## config.mk

```make
export PLATFORM = sky130hd
export DESIGN_NAME = fetch_line_buf
export DESIGN_NICKNAME = d
export VERILOG_FILES = /design/src/rtl/flb_pkg.sv /design/src/rtl/flb_thread_ctl.sv /design/src/rtl/flb_retry_slot.sv /design/src/rtl/flb_req_path.sv /design/src/rtl/fetch_line_buf.sv
export SDC_FILE = /design/constraint.sdc
export NUM_CORES = 2
export LEC_CHECK = 0
export ABC_AREA = 1
export BUFFER_PORTS_ARGS = -buffer_cell sky130_fd_sc_hd__buf_2
export CAP_MARGIN = 20
export CORE_AREA = 2 2 636 638
export CTS_BUF_LIST = sky130_fd_sc_hd__clkbuf_4
export DETAILED_ROUTE_END_ITERATION = 7
export DIE_AREA = 0 0 638 640
export PLACE_DENSITY = 0.3
export SKIP_CTS_REPAIR_TIMING = 1
export SLEW_MARGIN = 20
export SYNTH_ARGS = -nofsm -noshare
export SYNTH_HDL_FRONTEND = slang
export SYNTH_SLANG_ARGS = --single-unit
```

## constraint.sdc

```tcl
create_clock -name clk -period 2.4 [get_ports clk]
set_clock_uncertainty 0.1 [all_clocks]
set_input_delay 0.48 -clock clk [delete_from_list [all_inputs] [get_ports clk]]
set_output_delay 0.48 -clock clk [all_outputs]
set_load 0.02 [all_outputs]
```

## src/rtl/flb_pkg.sv

```systemverilog
package flb_pkg;
    typedef enum logic [2:0] {
        TS_RUN        = 3'd0,
        TS_WAIT_RSP   = 3'd1,
        TS_WAIT_RETRY = 3'd2,
        TS_DONE       = 3'd3,
        TS_BLOCKED    = 3'd4
    } thr_state_e;
endpackage

```

## src/rtl/flb_thread_ctl.sv

```systemverilog
module flb_thread_ctl
    import flb_pkg::*;
#(
    parameter int ID     = 0,
    parameter int TID_W  = 1,
    parameter int ADDR_W = 32,
    parameter int LINE_W = 512,
    parameter int TAG_W  = 3
) (
    input  logic              clk,
    input  logic              rst_n,
    input  logic              issue_go,
    input  logic              issue_acc,
    input  logic [ADDR_W-1:0] issue_addr,
    input  logic              resend_acc,
    input  logic              rsp_valid,
    input  logic [TID_W-1:0]  rsp_tid,
    input  logic [TAG_W-1:0]  rsp_tag,
    input  logic [LINE_W-1:0] rsp_data,
    input  logic              squash,
    input  logic              stall,
    output thr_state_e        state,
    output logic [ADDR_W-1:0] line_addr,
    output logic              line_vld,
    output logic [LINE_W-1:0] line_data,
    output logic [TAG_W-1:0]  out_tag,
    output logic              rsp_take
);
    thr_state_e st_n;

    assign rsp_take = rsp_valid && (rsp_tid == TID_W'(ID)) &&
                      (state == TS_WAIT_RSP) && (rsp_tag == out_tag) && !squash;

    always_comb begin
        st_n = state;
        if (squash) begin
            st_n = TS_RUN;
        end else if (issue_go) begin
            st_n = issue_acc ? TS_WAIT_RSP : TS_WAIT_RETRY;
        end else begin
            unique case (state)
                TS_WAIT_RETRY: if (resend_acc) st_n = TS_WAIT_RSP;
                TS_WAIT_RSP:   if (rsp_take) st_n = stall ? TS_BLOCKED : TS_DONE;
                TS_BLOCKED:    if (!stall) st_n = TS_DONE;
                default:       st_n = state;
            endcase
        end
    end

    always_ff @(posedge clk) begin
        if (!rst_n) state <= TS_RUN;
        else        state <= st_n;
    end

    always_ff @(posedge clk) begin
        if (!rst_n) begin
            line_addr <= '0;
            line_vld  <= 1'b0;
            out_tag   <= '0;
            line_data <= '0;
        end else if (issue_go) begin
            line_addr <= issue_addr;
            line_vld  <= 1'b0;
            out_tag   <= out_tag + TAG_W'(1);
        end else if (rsp_take) begin
            line_vld  <= 1'b1;
            line_data <= rsp_data;
        end
    end

    assert_tag_step_R3: assert property (@(posedge clk) disable iff (!rst_n)
        issue_go |=> out_tag == $past(out_tag) + TAG_W'(1));
    assert_issue_clears_R3: assert property (@(posedge clk) disable iff (!rst_n)
        issue_go |=> !line_vld && (state == TS_WAIT_RSP || state == TS_WAIT_RETRY));
    assert_fill_R6: assert property (@(posedge clk) disable iff (!rst_n)
        rsp_take |=> line_vld && (state == TS_DONE || state == TS_BLOCKED));
    assert_squash_run_R8: assert property (@(posedge clk) disable iff (!rst_n)
        squash |=> state == TS_RUN);
    assert_unstall_R10: assert property (@(posedge clk) disable iff (!rst_n)
        (state == TS_BLOCKED && !stall && !squash && !issue_go) |=> state == TS_DONE);
endmodule

```

## src/rtl/flb_retry_slot.sv

```systemverilog
module flb_retry_slot #(
    parameter int NT     = 2,
    parameter int TID_W  = 1,
    parameter int ADDR_W = 32,
    parameter int TAG_W  = 3
) (
    input  logic              clk,
    input  logic              rst_n,
    input  logic              park,
    input  logic [TID_W-1:0]  park_tid,
    input  logic [ADDR_W-1:0] park_addr,
    input  logic [TAG_W-1:0]  park_tag,
    input  logic              resend_acc,
    input  logic [NT-1:0]     squash,
    output logic              full,
    output logic [TID_W-1:0]  slot_tid,
    output logic [ADDR_W-1:0] slot_addr,
    output logic [TAG_W-1:0]  slot_tag
);
    logic own_squash;
    assign own_squash = full && squash[slot_tid];

    always_ff @(posedge clk) begin
        if (!rst_n) begin
            full      <= 1'b0;
            slot_tid  <= '0;
            slot_addr <= '0;
            slot_tag  <= '0;
        end else if (park) begin
            full      <= 1'b1;
            slot_tid  <= park_tid;
            slot_addr <= park_addr;
            slot_tag  <= park_tag;
        end else if (full && (resend_acc || own_squash)) begin
            full <= 1'b0;
        end
    end

    assert_no_overwrite_R4: assert property (@(posedge clk) disable iff (!rst_n)
        park |-> !full);
    assert_park_sets_R4: assert property (@(posedge clk) disable iff (!rst_n)
        park |=> full);
    assert_squash_frees_R8: assert property (@(posedge clk) disable iff (!rst_n)
        (own_squash && !park) |=> !full);
    assert_resend_frees_R5: assert property (@(posedge clk) disable iff (!rst_n)
        (full && resend_acc) |=> !full);
endmodule

```

## src/rtl/flb_req_path.sv

```systemverilog
module flb_req_path #(
    parameter int NT     = 2,
    parameter int TID_W  = 1,
    parameter int ADDR_W = 32,
    parameter int TAG_W  = 3,
    parameter int OFF_W  = 6
) (
    input  logic                       clk,
    input  logic                       rst_n,
    input  logic                       fetch_valid,
    input  logic [TID_W-1:0]           fetch_tid,
    input  logic [ADDR_W-1:0]          fetch_pc,
    input  logic                       irq_hold,
    input  logic                       retry_pulse,
    input  logic                       creq_ready,
    input  logic [NT-1:0]              squash,
    input  logic [NT-1:0]              line_vld,
    input  logic [NT-1:0][ADDR_W-1:0]  line_addr,
    input  logic [NT-1:0]              thr_busy,
    input  logic [NT-1:0][TAG_W-1:0]   out_tag,
    input  logic                       slot_full,
    input  logic [TID_W-1:0]           slot_tid,
    input  logic [ADDR_W-1:0]          slot_addr,
    input  logic [TAG_W-1:0]           slot_tag,
    output logic                       fetch_hit,
    output logic                       creq_valid,
    output logic [TID_W-1:0]           creq_tid,
    output logic [ADDR_W-1:0]          creq_addr,
    output logic [TAG_W-1:0]           creq_tag,
    output logic [NT-1:0]              issue_go,
    output logic [ADDR_W-1:0]          issue_addr,
    output logic                       resend_acc,
    output logic                       park
);
    localparam logic [ADDR_W-1:0] OFF_MASK = ADDR_W'((64'd1 << OFF_W) - 64'd1);

    logic resend_try, new_try;

    assign issue_addr = fetch_pc & ~OFF_MASK;
    assign fetch_hit  = fetch_valid && line_vld[fetch_tid] &&
                        (line_addr[fetch_tid] == issue_addr);
    assign resend_try = retry_pulse && slot_full && !squash[slot_tid];
    assign new_try    = fetch_valid && !fetch_hit && !slot_full && !irq_hold &&
                        !squash[fetch_tid] && !thr_busy[fetch_tid];

    always_comb begin
        creq_valid = resend_try || new_try;
        if (resend_try) begin
            creq_tid  = slot_tid;
            creq_addr = slot_addr;
            creq_tag  = slot_tag;
        end else begin
            creq_tid  = fetch_tid;
            creq_addr = issue_addr;
            creq_tag  = out_tag[fetch_tid] + TAG_W'(1);
        end
    end

    for (genvar t = 0; t < NT; t++) begin : g_go
        assign issue_go[t] = new_try && (fetch_tid == TID_W'(t));
    end

    assign resend_acc = resend_try && creq_ready;
    assign park       = new_try && !creq_ready;

    assert_align_R1: assert property (@(posedge clk) disable iff (!rst_n)
        creq_valid |-> (creq_addr & OFF_MASK) == '0);
    assert_single_issue_R3: assert property (@(posedge clk) disable iff (!rst_n)
        $onehot0(issue_go));
    assert_hit_quiet_R2: assert property (@(posedge clk) disable iff (!rst_n)
        (fetch_hit && !slot_full) |-> !creq_valid);
endmodule

```

## src/rtl/fetch_line_buf.sv

```systemverilog
module fetch_line_buf
    import flb_pkg::*;
#(
    parameter int NTHREADS   = 2,
    parameter int ADDR_W     = 32,
    parameter int LINE_BYTES = 64,
    parameter int TAG_W      = 3,
    parameter int CNT_W      = 8,
    localparam int TID_W     = (NTHREADS > 1) ? $clog2(NTHREADS) : 1,
    localparam int LINE_W    = LINE_BYTES * 8
) (
    input  logic                         clk,
    input  logic                         rst_n,
    input  logic                         fetch_valid,
    input  logic [TID_W-1:0]             fetch_tid,
    input  logic [ADDR_W-1:0]            fetch_pc,
    input  logic                         irq_pending,
    output logic                         fetch_hit,
    output logic                         creq_valid,
    input  logic                         creq_ready,
    output logic [TID_W-1:0]             creq_tid,
    output logic [ADDR_W-1:0]            creq_addr,
    output logic [TAG_W-1:0]             creq_tag,
    input  logic                         retry_pulse,
    input  logic                         rsp_valid,
    input  logic [TID_W-1:0]             rsp_tid,
    input  logic [TAG_W-1:0]             rsp_tag,
    input  logic [LINE_W-1:0]            rsp_data,
    input  logic [NTHREADS-1:0]          squash,
    input  logic [NTHREADS-1:0]          stall,
    output logic [3*NTHREADS-1:0]        thr_state,
    output logic [NTHREADS-1:0]          line_valid,
    output logic [NTHREADS*LINE_W-1:0]   line_data,
    output logic                         blocked,
    output logic [CNT_W-1:0]             drop_count
);
    localparam int OFF_W = $clog2(LINE_BYTES);

    thr_state_e                      st      [NTHREADS];
    logic [NTHREADS-1:0][ADDR_W-1:0] l_addr;
    logic [NTHREADS-1:0][TAG_W-1:0]  o_tag;
    logic [NTHREADS-1:0]             busy, take, go;
    logic [ADDR_W-1:0]               iss_addr;
    logic                            res_acc, park;
    logic                            s_full;
    logic [TID_W-1:0]                s_tid;
    logic [ADDR_W-1:0]               s_addr;
    logic [TAG_W-1:0]                s_tag;
    logic                            drop;

    flb_req_path #(.NT(NTHREADS), .TID_W(TID_W), .ADDR_W(ADDR_W),
                   .TAG_W(TAG_W), .OFF_W(OFF_W)) u_req (
        .clk(clk), .rst_n(rst_n),
        .fetch_valid(fetch_valid), .fetch_tid(fetch_tid), .fetch_pc(fetch_pc),
        .irq_hold(irq_pending), .retry_pulse(retry_pulse), .creq_ready(creq_ready),
        .squash(squash), .line_vld(line_valid), .line_addr(l_addr),
        .thr_busy(busy), .out_tag(o_tag),
        .slot_full(s_full), .slot_tid(s_tid), .slot_addr(s_addr), .slot_tag(s_tag),
        .fetch_hit(fetch_hit), .creq_valid(creq_valid), .creq_tid(creq_tid),
        .creq_addr(creq_addr), .creq_tag(creq_tag), .issue_go(go),
        .issue_addr(iss_addr), .resend_acc(res_acc), .park(park)
    );

    flb_retry_slot #(.NT(NTHREADS), .TID_W(TID_W), .ADDR_W(ADDR_W),
                     .TAG_W(TAG_W)) u_slot (
        .clk(clk), .rst_n(rst_n),
        .park(park), .park_tid(fetch_tid), .park_addr(iss_addr),
        .park_tag(o_tag[fetch_tid] + TAG_W'(1)),
        .resend_acc(res_acc), .squash(squash),
        .full(s_full), .slot_tid(s_tid), .slot_addr(s_addr), .slot_tag(s_tag)
    );

    for (genvar t = 0; t < NTHREADS; t++) begin : g_thr
        flb_thread_ctl #(.ID(t), .TID_W(TID_W), .ADDR_W(ADDR_W),
                         .LINE_W(LINE_W), .TAG_W(TAG_W)) u_thr (
            .clk(clk), .rst_n(rst_n),
            .issue_go(go[t]), .issue_acc(creq_ready), .issue_addr(iss_addr),
            .resend_acc(res_acc && (s_tid == TID_W'(t))),
            .rsp_valid(rsp_valid), .rsp_tid(rsp_tid), .rsp_tag(rsp_tag),
            .rsp_data(rsp_data), .squash(squash[t]), .stall(stall[t]),
            .state(st[t]), .line_addr(l_addr[t]), .line_vld(line_valid[t]),
            .line_data(line_data[t*LINE_W +: LINE_W]), .out_tag(o_tag[t]),
            .rsp_take(take[t])
        );
        assign busy[t]            = (st[t] == TS_WAIT_RSP) || (st[t] == TS_WAIT_RETRY);
        assign thr_state[3*t +: 3] = st[t];
    end

    assign blocked = s_full;
    assign drop    = rsp_valid && !(|take);

    always_ff @(posedge clk) begin
        if (!rst_n)    drop_count <= '0;
        else if (drop) drop_count <= drop_count + CNT_W'(1);
    end

    assert_drop_count_R7: assert property (@(posedge clk) disable iff (!rst_n)
        drop |=> drop_count == $past(drop_count) + CNT_W'(1));
    assert_blocked_hold_R4: assert property (@(posedge clk) disable iff (!rst_n)
        blocked |-> go == '0);
    assert_irq_hold_R9: assert property (@(posedge clk) disable iff (!rst_n)
        irq_pending |-> go == '0);
    assert_single_take_R6: assert property (@(posedge clk) disable iff (!rst_n)
        $onehot0(take));
endmodule

```

==> results.py <==
metrics = {
    "detailed_routing": {
        "wl_per_cell_um": 23.68,
        "drt-pass1-iter-count": 7,
        "antenna_left": 0,
        "routed-wl-met2_mm": 158.2,
        "dr_wl_met3_mm": 22.75,
        "drt-met1-wl_mm": 127.8,
        "viasPerCell": 3.568,
        "drt_iter0_markers": 2229,
        "routed_wl_mm": 323.8,
        "num_vias": 48790,
        "topRoutingLayerUsed": "met5",
        "drc_errors": 0,
    },
    "setup_path": {
        "crit_type": "register to primary output",
        "start_kind": "register",
        "slowest_stage": "dfxtp_1",
        "rr_endpoint": "g_thr[0].u_thr.line_addr[14]",
        "end_kind": "primary output",
        "r2r_slack_ns": -0.02,
        "cp.required_ns": 1.82,
        "r2r-start": "g_thr[0].u_thr.line_addr[31]",
        "crit_chain": "inv_1, o211ai_1, nand4_1, nor2_1, nand4_1, nor2_2, buf_6, buf_6",
        "crit_end": "fetch_hit",
        "crit_fanout": 3,
        "crit_start": "g_thr[0].u_thr.line_addr[31]",
        "crit_cells": 8,
        "rr_worst_depth": 14,
        "worst-path-buf-inv": 3,
        "arrival_ns": 2.93,
        "slowest_delay_ns": 0.31,
        "crit_family": "simple AND/OR/NAND/NOR gates",
    },
    "power": {
        "intPower_mw": 30.63,
        "ir_worst_vdd_mv": 0.2981,
        "switching_share": 0.2811,
        "clkPwrFrac": 0.458,
        "powerDensity_nw_per_um2": 515.8,
        "power_mw": 42.60,
        "p_seq_frac": 0.440,
        "p_leak_nw": 35.31,
        "pwr-share-comb": 0.102,
        "power.net_switching_mw": 11.97,
    },
    "sta": {
        "setup_viol": 383,
        "finalHoldViolations": 41,
        "worst_pin_slew_ns": 0.6674,
        "maxSlewHeadroom": 0.5551,
        "fin_ws_ns": -1.110,
        "period_minus_slack_ns": 3.510,
        "fmax_ghz": 0.2849,
        "period_share": 1.463,
        "whs_ns": -0.1438,
        "rsz0062_at_grt": "yes",
        "slew_viol_final": 0,
    },
    "synth": {
        "ys_seq_area_frac": 0.5583,
        "synth_top_area_frac": 0.5583,
        "ys_top_cells_by_count": "1129 x dfxtp_1, 906 x nor2_1, 690 x o21ai_0",
        "synth_seq_cells": 1129,
        "synth_area_leaders": "dfxtp_1 56%, o21ai_0 8.5%, nor2_1 8.4%",
        "synth_adder_area_share": 0.001236,
        "synth_top_family_by_area": "compound AO/OA/AOI/OAI gates",
        "synth_area_leader_cell": "dfxtp_1",
        "ys_types": 38,
        "netlist_area_um2": 40480,
        "synth_mux_area_frac": 0,
        "synth_cells": 4945,
        "post_synth_and_or_nand_nor_area_fraction": 0.1275,
        "synth_edf_count": 0,
        "synth_most_common_cell": "dfxtp_1",
        "ys_warn_count": 0,
        "synth_xor_area_frac": 0.0004327,
        "async_flop_share": 0,
        "syn_avg_cell_area_um2": 8.187,
        "synthFlopType": "dfxtp_1",
        "synth_compound_area_frac": 0.2240,
    },
    "placed_design": {
        "port_buffers": 1626,
        "hpwl_mm": 260.3,
        "globalplace.congestion": 0.8944,
        "dpl_cell_area_um2": 56650,
        "dp_cells": 11760,
    },
    "clocking": {
        "cts_tree": "yes",
        "numCtsBuffers": 352,
        "cts_max_level": 5,
        "clk_path_buf_depth": 4,
        "cts_sinks": 1129,
        "clockRootBuffer": "clkbuf_4",
        "insertion_delay_ns": 1.37,
        "clk_pin_slew_ns": 0.06,
    },
    "die": {
        "dieArea_um2": 408300,
        "die_w_um": 638,
        "coreArea_um2": 401400,
        "die_y_um": 640,
        "start_util": 0.1008,
        "rows": 233,
        "ios": 1639,
    },
    "layout": {
        "final_nets": 8645,
        "postLayoutCoreUtil": 0.2058,
        "area.growth.synth_to_final_pct": 104.0,
        "design_area_um2": 82600,
        "layout-drive-gt1-share": 0.4550,
        "final_cells": 13680,
    },
    "global_route": {
        "grt_pass1_wl_mm": 401.4,
        "grt_pass1_vias": 42460,
        "antenna_found_initial": 204,
        "gr-total-overflow": 0,
        "grt_max_degree": 107,
        "grt_usage": 0.1452,
    },
    "hold_path": {
        "hp-class": "input port to register",
    },
    "status": {
        "status": "complete, but fails checks",
        "violations": "negative hold slack, negative setup slack",
    },
    "run": {
        "max_cap_viol_count": 0,
    },
}
-- sequential cells by signal, indices dropped and copies added, names as in the netlist --
signal,cells
g_thr.u_thr.line_addr,52
u_slot.slot_tag,3
g_thr.u_thr.out_tag,6
g_thr.u_thr.line_vld,2
u_slot.full,1
u_slot.slot_tid,1
u_slot.slot_addr,26
g_thr.u_thr.state,6
drop_count,8
g_thr.u_thr.line_data,1024
-- cell families after synthesis --
| kind of cell | Yosys count |
|---|---|
| AO/OA/AOI/OAI | 1603 |
| flip-flops | 1129 |
| other | 1 |
| XOR/XNOR | 2 |
| buffers and inverters | 882 |
| adder cells (fa/ha/maj) | 4 |
| AND/OR/NAND/NOR | 1324 |
-- worst min-delay path by stage --
stage | start | end | depth (start not counted)
5_1_grt | irq_pending | g_thr[0].u_thr.line_addr[15] | 8
2_1_floorplan | g_thr[1].u_thr.line_addr[16] | g_thr[1].u_thr.line_addr[16] | 2
6_report | irq_pending | g_thr[1].u_thr.line_addr[8] | 10
3_3_place_gp | g_thr[1].u_thr.line_addr[27] | g_thr[1].u_thr.line_addr[27] | 2
3_5_place_dp | g_thr[1].u_thr.line_addr[22] | g_thr[1].u_thr.line_addr[22] | 2
4_1_cts | rsp_data[297] | g_thr[1].u_thr.line_data[297] | 3
-- metrics by stage --
step / setup WS [ns] / TNS [ns]
2_1_floorplan: 0.06949 / 0
3_3_place_gp: -0.5296 / -245.86
3_5_place_dp: -0.5232 / -248.02
4_1_cts: -1.629 / -421.14
5_1_grt: -1.395 / -284.50
6_report: -1.110 / -37.08
-- final cells by class --
type	count	area (um^2)
Fill cell	44880	318800
Timing Repair Buffer	3168	30650
Sequential cell	1129	24200
Multi-Input combinational cell	2939	14800
Tap cell	5287	6615
Clock buffer	486	3649
Inverter	491	1868
Clock inverter	69	538.0
Antenna cell	108	270.3
-- power groups by stage --
stage          logic [mW]  clock network, mW  registers (mW)
2_1_floorplan       0.830                  0            19.3
3_3_place_gp         2.64                  0            19.3
3_5_place_dp         2.64                  0            19.3
4_1_cts              2.65               20.5            18.8
5_1_grt              4.64               21.4            18.7
6_report             4.36               19.5            18.7
-- placed cells by master, fill, tap and decap left out, types with 7 or more instances in the layout --
cell	n
a211oi_1	394
dfxtp_1	71
buf_12	92
buf_8	31
nand4_1	15
buf_2	552
nand2_4	18
dfxtp_4	110
o21ai_2	21
o21ai_4	12
diode_2	108
clkinv_1	35
nor2_1	901
dfxtp_2	948
clkbuf_16	9
dlygate4sd3_1	1079
nand2_2	19
buf_6	1052
o21ai_0	656
clkinv_2	7
inv_1	485
nand2_1	296
inv_6	11
nand3_1	51
a21oi_1	492
buf_4	350
o21ai_1	11
clkbuf_4	486
-- per-layer routing --
layer  up-vias  track usage
li1      23010            -
met1     23100       0.1607
met2      1939       0.2470
met3       678      0.05430
met4        68      0.06460
met5         -            0
-- worst reg2reg max path, stage by stage, from the launching register on --
cell and delay (ns):
dfxtp_1 0.31, inv_1 0.05, o211ai_1 0.30, nand2_1 0.10
nor2_1 0.13, nand2_1 0.07, nor2_2 0.17, nand2_4 0.10
buf_4 0.14, buf_4 0.12, buf_4 0.13, nand3_4 0.09
buf_12 0.18, nand2_1 0.09, a21oi_1 0.15
(Power assumes the default switching activity.)
